[src/rtl/dbq_pkg.sv]
package dbq_pkg;
  typedef struct packed {
    logic vld;
    logic wr;
    logic burst;
    logic acked;
    logic clean;
    logic started;
  } slot_t;
endpackage

[src/rtl/dbq_slots.sv]
module dbq_slots
  import dbq_pkg::*;
#(
  parameter int DEPTH = 4,
  parameter int IW    = 2
) (
  input  logic                        clk_i,
  input  logic                        rst_ni,
  input  logic                        ts_i,
  input  logic                        ts_write_i,
  input  logic                        ts_burst_i,
  input  logic                        aack_i,
  input  logic                        artry_i,
  input  logic                        go_i,
  input  logic [IW-1:0]               go_idx_i,
  input  logic                        rel_i,
  input  logic [IW-1:0]               rel_idx_i,
  output logic [DEPTH-1:0]            vld_o,
  output logic [DEPTH-1:0]            wr_o,
  output logic [DEPTH-1:0]            burst_o,
  output logic [DEPTH-1:0]            pend_o,
  output logic [DEPTH-1:0]            elig_o,
  output logic [DEPTH-1:0][DEPTH-1:0] older_o,
  output logic                        win_o,
  output logic [IW-1:0]               win_idx_o
);
  slot_t                        slot_q [DEPTH];
  logic [DEPTH-1:0][DEPTH-1:0]  older_q;
  logic                         win_q;
  logic [IW-1:0]                win_idx_q;
  logic [DEPTH-1:0]             free, unacked, old_unacked;
  logic                         alloc_ok, ack_ok;
  logic [IW-1:0]                alloc_idx, ack_idx;

  always_comb begin
    for (int i = 0; i < DEPTH; i++) begin
      vld_o[i]   = slot_q[i].vld;
      wr_o[i]    = slot_q[i].wr;
      burst_o[i] = slot_q[i].burst;
      pend_o[i]  = slot_q[i].vld & ~slot_q[i].started;
      elig_o[i]  = slot_q[i].vld & slot_q[i].clean & ~slot_q[i].started;
    end
  end

  assign older_o   = older_q;
  assign win_o     = win_q;
  assign win_idx_o = win_idx_q;
  assign free      = ~vld_o;
  assign alloc_ok  = ts_i & (|free);

  // lowest free slot
  always_comb begin
    alloc_idx = '0;
    for (int i = DEPTH - 1; i >= 0; i--)
      if (free[i]) alloc_idx = IW'(i);
  end

  // address acknowledges follow queue age
  always_comb begin
    for (int i = 0; i < DEPTH; i++)
      unacked[i] = slot_q[i].vld & ~slot_q[i].acked;
    for (int i = 0; i < DEPTH; i++)
      old_unacked[i] = unacked[i] & ~(|(unacked & older_q[i]));
    ack_idx = '0;
    for (int i = 0; i < DEPTH; i++)
      if (old_unacked[i]) ack_idx = IW'(i);
  end

  assign ack_ok = aack_i & (|unacked);

  always_ff @(posedge clk_i or negedge rst_ni) begin
    if (!rst_ni) begin
      for (int i = 0; i < DEPTH; i++) slot_q[i] <= '0;
      older_q   <= '0;
      win_q     <= 1'b0;
      win_idx_q <= '0;
    end else begin
      win_q     <= ack_ok;
      win_idx_q <= ack_idx;
      for (int i = 0; i < DEPTH; i++) begin
        if (win_q && win_idx_q == IW'(i)) begin
          if (artry_i) slot_q[i].vld   <= 1'b0;
          else         slot_q[i].clean <= 1'b1;
        end
        if (ack_ok && ack_idx == IW'(i))     slot_q[i].acked   <= 1'b1;
        if (go_i && go_idx_i == IW'(i))      slot_q[i].started <= 1'b1;
        if (rel_i && rel_idx_i == IW'(i))    slot_q[i].vld     <= 1'b0;
        if (alloc_ok) older_q[i][alloc_idx] <= 1'b0;
        if (alloc_ok && alloc_idx == IW'(i)) begin
          slot_q[i]  <= '{vld: 1'b1, wr: ts_write_i, burst: ts_burst_i,
                          acked: 1'b0, clean: 1'b0, started: 1'b0};
          older_q[i] <= vld_o;
        end
      end
    end
  end
endmodule

[src/rtl/dbq_pick.sv]
module dbq_pick #(
  parameter int DEPTH = 4,
  parameter int IW    = 2
) (
  input  logic [DEPTH-1:0]            pend_i,
  input  logic [DEPTH-1:0]            elig_i,
  input  logic [DEPTH-1:0]            wr_i,
  input  logic [DEPTH-1:0][DEPTH-1:0] older_i,
  input  logic                        bypass_i,
  output logic                        cand_o,
  output logic [IW-1:0]               cand_idx_o
);
  logic [DEPTH-1:0] ewr, head, head_wr;
  logic [IW-1:0]    head_idx, wr_idx;

  assign ewr = elig_i & wr_i;

  always_comb begin
    for (int i = 0; i < DEPTH; i++) begin
      head[i]    = pend_i[i] & ~(|(pend_i & older_i[i]));
      head_wr[i] = ewr[i] & ~(|(ewr & older_i[i]));
    end
    head_idx = '0;
    wr_idx   = '0;
    for (int i = 0; i < DEPTH; i++) begin
      if (head[i])    head_idx = IW'(i);
      if (head_wr[i]) wr_idx   = IW'(i);
    end
  end

  always_comb begin
    if (bypass_i && (|ewr)) begin
      cand_o     = 1'b1;
      cand_idx_o = wr_idx;
    end else begin
      // strict order: only the oldest ungranted tenure may start
      cand_o     = |(head & elig_i);
      cand_idx_o = head_idx;
    end
  end
endmodule

[src/rtl/dbq_owner.sv]
module dbq_owner #(
  parameter int IW    = 2,
  parameter int BEATS = 4
) (
  input  logic          clk_i,
  input  logic          rst_ni,
  input  logic          go_i,
  input  logic [IW-1:0] go_idx_i,
  input  logic          go_burst_i,
  input  logic          ta_i,
  output logic          ready_o,
  output logic          rel_o,
  output logic [IW-1:0] rel_idx_o,
  output logic          own_v_o,
  output logic [IW-1:0] own_idx_o
);
  localparam int CW = (BEATS > 1) ? $clog2(BEATS) : 1;

  logic          cur_v_q, cur_burst_q, nxt_v_q, nxt_burst_q;
  logic [IW-1:0] cur_idx_q, nxt_idx_q;
  logic [CW-1:0] cnt_q, last;
  logic          ntl, fin;

  assign last      = cur_burst_q ? CW'(BEATS - 1) : '0;
  assign ntl       = cur_v_q && (cnt_q == last);
  assign fin       = ntl && ta_i;
  assign ready_o   = !cur_v_q || (ntl && !nxt_v_q);
  assign rel_o     = fin;
  assign rel_idx_o = cur_idx_q;
  assign own_v_o   = cur_v_q;
  assign own_idx_o = cur_idx_q;

  always_ff @(posedge clk_i or negedge rst_ni) begin
    if (!rst_ni) begin
      cur_v_q     <= 1'b0;
      cur_burst_q <= 1'b0;
      cur_idx_q   <= '0;
      nxt_v_q     <= 1'b0;
      nxt_burst_q <= 1'b0;
      nxt_idx_q   <= '0;
      cnt_q       <= '0;
    end else if (fin) begin
      cnt_q <= '0;
      if (nxt_v_q) begin
        cur_idx_q   <= nxt_idx_q;
        cur_burst_q <= nxt_burst_q;
        nxt_v_q     <= 1'b0;
      end else if (go_i) begin
        cur_idx_q   <= go_idx_i;
        cur_burst_q <= go_burst_i;
      end else begin
        cur_v_q <= 1'b0;
      end
    end else begin
      if (cur_v_q && ta_i) cnt_q <= cnt_q + CW'(1);
      if (go_i) begin
        if (cur_v_q) begin
          nxt_v_q     <= 1'b1;
          nxt_idx_q   <= go_idx_i;
          nxt_burst_q <= go_burst_i;
        end else begin
          cur_v_q     <= 1'b1;
          cur_idx_q   <= go_idx_i;
          cur_burst_q <= go_burst_i;
          cnt_q       <= '0;
        end
      end
    end
  end
endmodule

[src/rtl/dbus_grant_qual.sv]
module dbus_grant_qual #(
  parameter int DEPTH       = 4,
  parameter int BURST_BEATS = 4,
  localparam int IW         = (DEPTH > 1) ? $clog2(DEPTH) : 1
) (
  input  logic          clk_i,
  input  logic          rst_ni,
  input  logic          ts_i,
  input  logic          ts_write_i,
  input  logic          ts_burst_i,
  input  logic          aack_i,
  input  logic          artry_i,
  input  logic          dbg_i,
  input  logic          wr_bypass_i,
  input  logic          ta_i,
  output logic          go_o,
  output logic [IW-1:0] go_idx_o,
  output logic          own_valid_o,
  output logic [IW-1:0] own_idx_o
);
  logic [DEPTH-1:0]            slot_vld, slot_wr, slot_burst, slot_pend, slot_elig;
  logic [DEPTH-1:0][DEPTH-1:0] slot_older;
  logic                        win_q, cand, ready, rel;
  logic [IW-1:0]               win_idx, cand_idx, rel_idx;

  dbq_slots #(.DEPTH(DEPTH), .IW(IW)) u_slots (
    .clk_i      (clk_i),
    .rst_ni     (rst_ni),
    .ts_i       (ts_i),
    .ts_write_i (ts_write_i),
    .ts_burst_i (ts_burst_i),
    .aack_i     (aack_i),
    .artry_i    (artry_i),
    .go_i       (go_o),
    .go_idx_i   (go_idx_o),
    .rel_i      (rel),
    .rel_idx_i  (rel_idx),
    .vld_o      (slot_vld),
    .wr_o       (slot_wr),
    .burst_o    (slot_burst),
    .pend_o     (slot_pend),
    .elig_o     (slot_elig),
    .older_o    (slot_older),
    .win_o      (win_q),
    .win_idx_o  (win_idx)
  );

  dbq_pick #(.DEPTH(DEPTH), .IW(IW)) u_pick (
    .pend_i     (slot_pend),
    .elig_i     (slot_elig),
    .wr_i       (slot_wr),
    .older_i    (slot_older),
    .bypass_i   (wr_bypass_i),
    .cand_o     (cand),
    .cand_idx_o (cand_idx)
  );

  dbq_owner #(.IW(IW), .BEATS(BURST_BEATS)) u_owner (
    .clk_i      (clk_i),
    .rst_ni     (rst_ni),
    .go_i       (go_o),
    .go_idx_i   (go_idx_o),
    .go_burst_i (slot_burst[go_idx_o]),
    .ta_i       (ta_i),
    .ready_o    (ready),
    .rel_o      (rel),
    .rel_idx_o  (rel_idx),
    .own_v_o    (own_valid_o),
    .own_idx_o  (own_idx_o)
  );

  assign go_o     = dbg_i & cand & ready;
  assign go_idx_o = cand_idx;
endmodule

[config.mk]
export PLATFORM = sky130hd
export DESIGN_NAME = dbus_grant_qual
export DESIGN_NICKNAME = d
export VERILOG_FILES = /design/src/rtl/dbq_pkg.sv /design/src/rtl/dbq_slots.sv /design/src/rtl/dbq_pick.sv /design/src/rtl/dbq_owner.sv /design/src/rtl/dbus_grant_qual.sv
export SDC_FILE = /design/constraint.sdc
export NUM_CORES = 1
export LEC_CHECK = 0
export BUFFER_PORTS_ARGS = -buffer_cell sky130_fd_sc_hd__buf_4
export CAP_MARGIN = 20
export CORE_AREA = 2 2 76 78
export DETAILED_ROUTE_END_ITERATION = 16
export DIE_AREA = 0 0 78 80
export PLACE_DENSITY = 0.64
export SYNTH_ARGS = -nofsm -noshare
export SYNTH_HDL_FRONTEND = slang
export SYNTH_SLANG_ARGS = --single-unit
[constraint.sdc]
create_clock -name clk_i -period 2.5 [get_ports clk_i]
set_input_delay 0.5 -clock clk_i [delete_from_list [all_inputs] [get_ports clk_i]]
set_output_delay 0.5 -clock clk_i [all_outputs]
set_load 0.05 [all_outputs]
# After elaboration in Yosys (flattened, before gate mapping)
# Cells that the tools add are included.
# op_classes
add_sub_neg	1
muxes	75
n_bitwise	67
magnitude_cmp	3
n_reduce_logical	87
n_eq_ne	23
# op_table
op	count
$and 4x4->4	16
$reduce_or 4->1	14
$mux 2	21
$mux 1	40
$reduce_bool 2->1	19
$mux 4	8
$and 1x1->1	30
$logic_and 1x1->1	26
$mux 6	4
$reduce_bool 3->1	8
$eq 2x2->1 const B	10
$not 1->1	19
$reduce_and 2->1	9
$eq 2x1->1 const B	5
$logic_not 2->1	5
$reduce_and 3->1	3
$ne 2x1->1 const B	4
$not 4->4	2
$lt 2x3->1 const B	2
$ne 2x2->1 const B	3
$add 2x1->2 const B	1
$bmux 1 s2	1
$demux 1 s2	1
$eq 2x2->1	1
other kinds (3)	4
# totals
regBits	53
out_inout_bits	6
in_bits	10

# Logic depth before layout (Yosys ltp)
# Gate-level depths: netlist (run 1).
# depth
word_depth	16
ltp_mapped	8
depth_no_buf	7

# Modules after synthesis
# A second synthesis (run 1) with hierarchy kept.
# hier_totals
hier_cells	289
hier_area_um2	2845.2
# by_module_without_submodules
module	cells_per_inst	seq_area_each_um2	area_per_inst_um2	instances
dbq_slots	189	1076.0	1946.9	1
dbq_owner	58	250.2	599.3	1
dbq_pick	40	0.0	270.3	1
dbus_grant_qual	2	0.0	28.8	1

# Worst setup path after synthesis (run 1)
# No wires, ideal clock.
# synth_path
path_type	register -> output
from	reg u_slots.slot_q (netlist bit u_slots.vld_o[1])
to	out go_o
path_stages_with_launch	7
slack_ns	-0.165
arrival_ns	2.165
path_cell_list	dfrtp_1 clkbuf_1 nor3b_1 nand4_1 o21ai_1 o41ai_4 a21oi_1
# synth_via
elab_chain_len	10
elab_cells_between_ends	27
cone_classes	mux: 1; bitwise: 19; reduce/logical: 7
# synth_rtl
element	line	text
start: declaration	dbq_slots.sv:27	slot_t slot_q [DEPTH];
start signal: indexed assignment	dbq_slots.sv:90	slot_q[i] <= '{vld: 1'b1, wr: ts_write_i, burst: ts_burst_i,
$and 1x1->1	dbq_slots.sv:40	pend_o[i] = slot_q[i].vld & ~slot_q[i].started;
$and 4x4->4	dbq_pick.sv:20	head[i] = pend_i[i] & ~(|(pend_i & older_i[i]));
$reduce_or 4->1	dbq_pick.sv:20	
$not 1->1	dbq_pick.sv:20	
$and 1x1->1	dbq_pick.sv:20	
$and 4x4->4	dbq_pick.sv:37	cand_o = |(head & elig_i);
$reduce_or 4->1	dbq_pick.sv:37	
$mux 1 (*)	dbq_pick.sv:32	if (bypass_i && (|ewr)) begin
$and 1x1->1 (*) (2 in series)	dbus_grant_qual.sv:72	assign go_o = dbg_i & cand & ready;
end: declaration	dbus_grant_qual.sv:16	output logic go_o,
# Mark *: on every way between the ends. The rest lies on a longest branch, timed or not.

# Final worst setup path (run 1)
# layout_path
from	reg u_slots.slot_q[19] (netlist name)
to	out go_o
# layout_via
elab_chain_len	8
elab_cells_between_ends	10
cone_classes	mux: 1; bitwise: 6; reduce/logical: 3
# layout_rtl
element	line	text
$and 1x1->1 (*) (2 in series)	dbq_slots.sv:41	elig_o[i] = slot_q[i].vld & slot_q[i].clean & ~slot_q[i].started;
$and 4x4->4	dbq_pick.sv:16	assign ewr = elig_i & wr_i;
$reduce_or 4->1	dbq_pick.sv:32	
$logic_and 1x1->1	dbq_pick.sv:32	
$mux 1 (*)	dbq_pick.sv:32	
$and 1x1->1 (*) (2 in series)	dbus_grant_qual.sv:72	
# Marked as above.

==> qor.yml, run 1 <==
peakVddDrop_mv: 0.672
vias_per_cell: 5.91
reg2reg_slack_ps: 90
worst_setup_path_start_kind: "register"
dp_cells: 357
cts-root-buf: "clkbuf_8"
start_util_pct: 48.2
vias: 2245
nets: 318
whs_ps: 224
finalSetupViolCount: 3
timing.fmax_ghz: 0.395
synth_commonest_cells: "dfrtp_1 (53), nand2_1 (43), nor2_1 (36), nand3b_1 (14), nor2b_1 (11)"
synth_top_family_by_area: "simple AND/OR/NAND/NOR gates"
synth_edf_count: 0
p_per_area_mw_per_mm2: 1510
synth_adder_area_share_pct: 0
dieArea_mm2: 0.00624
drv_slew: 0
fp-row-count: 27
firstDrtPassIters: 5
maxCapViolCount: 0
clk_pin_slew_worst_paths_ps: 90
hold_violations: 0
synth_cell_types: 46
min_period_over_period_pct: 101
status: "complete, but fails checks"
hpwl_um: 4760
syn2layout_area_growth_pct: 22.0
reg2reg_to: "u_owner.cur_burst_q"
synth_mux_area_share_pct: 4.18
drcViolationCount: 0
drive_above_1_share_pct: 24.7
ys_warn_count: 0
clkSinkCount: 53
synth_top_area_cell: "dfrtp_1"
grt_pass1_wl_um: 11300
antenna_left: 0
antenna_found_initial: 0
end_kind: "output port"
max_stage_delay_ps: 390
dp_slack_ps: 145
numCtsBuffers: 5
worst_pin_slew_ps: 664
regArea_mm2: 0.00133
multi_input_area_mm2: 0.00131
die_w_um: 78
cts_buffer_depth: 2
clock_skew_ps: 8.30
htreeDepth: 2
slew_headroom_pct: 55.8
drt_iter0_drc: 233
r2r_cells: 9
cp.arrival_ps: 2030
fin_cells: 380
die_y_um: 80
min_path_type: "in2async"
postSynthNetCount: 277
syn_inst: 267
grt-ovfl-total: 0
postSynthAreaPerCell_um2: 9.76
p_leak_nw: 1.44
synth_flop_cell: "dfrtp_1"
synth_compound_area_share_pct: 14.8
synthTopCellsByArea: "dfrtp_1 (51%), nand2_1 (6.2%), nor2_1 (5.2%)"
synthArstFlopShare_pct: 100
cp.buffers_inverters: 1
violations: "setup timing"
utilization_pct: 58.8
critPathMaxFanout: 4
worstPathCellList: "and4b_2, o41ai_4, o21ai_2, o41ai_4, a21oi_2, buf_6"
rsz0062_at_grt: "yes"
required_ps: 2000
slowest_stage: "dfrtp_1"
yosysMostFrequentCell: "dfrtp_1"
r2r_start: "u_slots.slot_q[19]"
cp_common_cell: "o41ai_4"
cts_tree: "done"
grt_pass1_vias: 2148
fill_cells: 481
critical_path_class: "reg2out"
routed_wirelength_um: 6690
period_needed_ps: 2530
clk_latency_ps: 300
ios: 16
yosysTopAreaCellShare_pct: 50.9
gp_congestion: 0.966
wl_per_cell_um: 17.6
synth_xor_area_share_pct: 0.672
core_area_mm2: 0.00541
grt_usage_pct: 23.8
synth_simple_gate_area_share_pct: 27.0
grt_max_degree: 54
portBuffers: 15
critical_path.top_delay_family: "compound AO/OA/AOI/OAI gates"
syn-cell-area_mm2: 0.00260
antenna_cells: 0
synth_seq_cells: 53
yosysSeqAreaShare_pct: 50.9
fin_ws_ps: -33.1
registers in the layout, indices dropped and copies added, names as in the netlist, 2 cells and up:
| signal | count |
|---|---|
| u_owner.cnt_q | 2 |
| u_slots.burst_o | 4 |
| u_slots.slot_q | 12 |
| u_owner.own_idx_o | 2 |
| u_slots.older_o | 16 |
| u_owner.nxt_idx_q | 2 |
| u_slots.wr_o | 4 |
| u_slots.win_idx_o | 2 |
| u_slots.vld_o | 4 |
worst register-to-register path, delay by kind of cell, from the launching register on:
kind | cells | cell delay [ps]
AOI/OAI and AO/OA | 4 | 940
buffers and inverters | 2 | 350
DFF | 1 | 390
muxes | 2 | 330
and+or+nand+nor | 1 | 290
logic make-up (layout without fill, tap and decap cells):
logic type	Yosys count	count (layout)
DFF	53	53
xor gates and xnor gates	2	2
AOI/OAI and AO/OA	48	48
muxes	10	10
and+or+nand+nor	138	138
buffers and inverters	16	57
per-layer routing:
metal | vias to the layer above | part of all wire [%] | global-route usage, % | routed length [um]
met2 | 100 | 44 | 35.0 | 2950
li1 | 1025 | - | - | -
met4 | 0 | 3.1 | 9.30 | 205
met5 | - | 0 | 0 | 0
met3 | 22 | 6.5 | 4.75 | 434
met1 | 1098 | 46 | 34.5 | 3100
per-stage QoR:
| step | cell area, um^2 | TNS (ps) | total power, W |
|---|---|---|---|
| after global routing | 3180 | -221 | 0.00512 |
| final | 3180 | -65.1 | 0.00480 |
| after CTS | 3090 | -90.7 | 0.00459 |
| after floorplan | 2620 | 0 | 0.00312 |
| after global placement | 2870 | 0 | 0.00382 |
| after detailed placement | 2870 | 0 | 0.00382 |
worst max-delay path by stage:
stage | slack [ps] | end | cells past startpoint | from
after floorplan | 100 | u_owner.cur_burst_q | 8 | u_slots.vld_o[3]
after global placement | 200 | go_o | 6 | u_slots.slot_q[6]
after detailed placement | 150 | go_o | 6 | u_slots.slot_q[18]
after CTS | -90 | go_o | 6 | u_slots.vld_o[1]
after global routing | -100 | go_o | 6 | u_slots.slot_q[6]
final | -30 | go_o | 6 | u_slots.slot_q[19]
placed cells by master (no fill, tap or decap), types with 7 or more instances in the layout:
cell	count
buf_4	35
dfrtp_1	49
nand3b_1	14
nand2_1	42
o21ai_0	7
nor2_1	35
mux2_2	7
nor2b_1	11
inv_1	9
nand3_1	9
layout make-up:
cell class                      count  area share [%]
Clock buffer                        7            2.72
Timing Repair Buffer               40            10.2
Tap cell                           72            2.83
Inverter                           10            1.18
Multi-Input combinational cell    198            41.2
Sequential cell                    53            41.9
report_power, final:
| group | switching (W) | leakage [nW] | internal (W) |
|---|---|---|---|
| Clock | 0.000261 | 0.0443 | 0.000220 |
| Combinational | 0.00150 | 0.745 | 0.00120 |
| Sequential | 0.000368 | 0.651 | 0.00125 |
what timing repair did:
item | CTS | global route
cloned | 0 | 0
endpoints found under the setup margin | 3 | 7
hold buffers | 0 | 0
hold endpoints to repair | 0 | 0
pin swaps | 6 | 8
buffers inserted | 11 | 5
gates resized for setup | 17 | 11
Power figures use the tool's default switching activity.
==> run 2: changes to the inputs <==
- CORE_AREA: 2 2 76 78 -> 2 2 90 92
- DIE_AREA: 0 0 78 80 -> 0 0 92 94
- PLACE_DENSITY: 0.64 -> 0.48
==> qor.yml, run 2 (synthesis results as in run 1) <==
wl_per_cell_um: 17.9  # +1.4%
final_area_mm2: 0.00317  # -0.28%
largest_reg_flops: 16  # unchanged
clock_skew_ps: 6.62  # -1.68 ps
period_needed_ps: 2550  # +20.7 ps
max_stage_delay_ps: 440  # +50 ps
grt_max_degree: 54  # unchanged
peakVddDrop_mv: 0.486  # -28%
grt_usage_pct: 17.9  # -5.8 points
tns_ps: -137  # -72.1 ps
required_ps: 2000  # about the same
drv_slew: 0  # unchanged
hold_violations: 0  # unchanged
p_leak_nw: 1.43  # -0.90%
min_path_type: "in2async"
dieArea_mm2: 0.00865  # +39%
grt_pass1_wl_um: 11800  # +3.8%
fp-row-count: 32  # +19%
worst_pin_slew_ps: 686  # +22.2 ps
numCtsBuffers: 5  # unchanged
slew_headroom_pct: 54.3  # -1.5 points
vias: 2195  # -2.2%
finalSetupViolCount: 3  # unchanged
nets: 319  # +0.31%
p_per_area_mw_per_mm2: 1490  # -0.94%
min_period_over_period_pct: 102  # +0.83 points
worst_setup_path_start_kind: "register"
vias_per_cell: 5.33  # -9.8%
drt_iter0_drc: 161  # -31%
clk_pin_slew_worst_paths_ps: 90  # about the same
fin_ws_ps: -53.8  # -20.7 ps
maxCapViolCount: 0  # unchanged
timing.fmax_ghz: 0.392  # -0.81%
ios: 16  # unchanged
grt-ovfl-total: 0  # unchanged
critPathMaxFanout: 4  # unchanged
rsz0062_at_grt: "yes"
portBuffers: 15  # unchanged
hpwl_um: 5070  # +6.6%
grt_pass1_vias: 2115  # -1.5%
slowest_stage: "dfrtp_1"
violations: "setup timing"
gp_congestion: 0.843  # -13%
cp.arrival_ps: 2050  # +20 ps
cts-root-buf: "clkbuf_8"
layout_common_cells: "dfrtp_1 (51), nand2_1 (42), buf_4 (37), nor2_1 (36), nand3b_1 (14)"
clk_latency_ps: 310  # about the same
p_total_w: 0.00474  # -1.2%
fill_cells: 755  # +57%
clkSinkCount: 53  # unchanged
critical_path_class: "reg2out"
dp_slack_ps: 158  # +13.1 ps
core_area_mm2: 0.00761  # +41%
drcViolationCount: 0  # unchanged
dpl_cell_area_mm2: 0.00293  # +2.1%
antenna_cells: 0  # unchanged
postCtsHoldBufs: 0  # unchanged
start_util_pct: 34.2  # -14 points
cts_buffer_depth: 2  # unchanged
routed_wirelength_um: 7360  # +10%
die_y_um: 94  # +18%
die_w_um: 92  # +18%
end_kind: "output port"
antenna_left: 0  # unchanged
antenna_found_initial: 0  # unchanged
cts_tree: "done"
firstDrtPassIters: 6  # +1
drive_above_1_share_pct: 22.3  # -2.4 points
syn2layout_area_growth_pct: 21.7
mostFrequentLayoutCell: "dfrtp_1"
worstPathCellList: "and4b_2, o41ai_4, buf_4, a41oi_2, o2bb2ai_4, inv_2, buf_8"
htreeDepth: 2  # unchanged
status: "complete, but fails checks"
[run 2: cell count changes in the layout (fill, tap and decap cells not counted), sizes merged]
cell	before	now
buf	40	41
clkinvlp	0	1
[run 2: timing repair]
| action | CTS | global route |
|---|---|---|
| gates resized for setup | 11 | 4 |
| pin swaps | 5 | 5 |
| buffers inserted | 9 | 5 |
| endpoints found under the setup margin | 3 | 4 |
[run 2: metal layers]
layer	vias to the layer above	share of wire (%)	global-route usage, %
li1	1033	-	-
met1	1059	47	25.2
met2	76	45	28.4
met3	27	4.9	3.13
met4	0	3.3	5.47
met5	-	0	0
[run 2: worst max-delay path: cells and delay by family (launching register included)]
kind | cells | cell delay, ps
DFF | 1 | 440
buffers and inverters | 3 | 400
AOI/OAI and AO/OA | 3 | 640
and+or+nand+nor | 1 | 280
[run 2: worst paths after layout]
kind | startpoint | endpoint | slack, ps | cells after the start
setup / recovery | u_slots.vld_o[2] | go_idx_o[0] | -50 | 7
min in group clk_i | ts_burst_i | u_slots.burst_o[1] | 400 | 3
setup reg to reg | u_slots.vld_o[2] | u_owner.cur_burst_q | 100 | 9
max in group asynchronous | rst_ni | u_slots.slot_q[6] | 1780 | 1
hold reg to reg | u_slots.burst_o[1] | u_slots.burst_o[1] | 480 | 2
hold / removal | rst_ni | u_slots.older_o[4] | 230 | 1
[run 2: final cells by class]
class / instances / area [um^2] / area share [%]
well taps: 102 / 128 / 4.03
clock buffers: 7 / 76.3 / 2.41
multi-input cells: 198 / 1270 / 39.9
repair buffers: 41 / 327 / 10.3
clock inverters: 1 / 7.51 / 0.237
inverters: 10 / 37.5 / 1.18
flip-flops and latches: 53 / 1330 / 41.9
[run 2: metrics by stage]
step / util, % / instances / hold WS (ps)
floorplan: - / 267 / 204
global placement: 38.5 / 390 / 457
detailed placement: 38.5 / 390 / 465
CTS: 40.9 / 407 / 255
global route: 41.7 / 412 / 280
finish: 41.7 / 412 / 226
[run 2: where the power goes]
group / leakage, nW / switching (W) / internal [W]
clock: 0.0385 / 0.000286 / 0.000199
sequential: 0.653 / 0.000363 / 0.00125
combinational: 0.736 / 0.00148 / 0.00116
total: 1.43 / 0.00213 / 0.00261
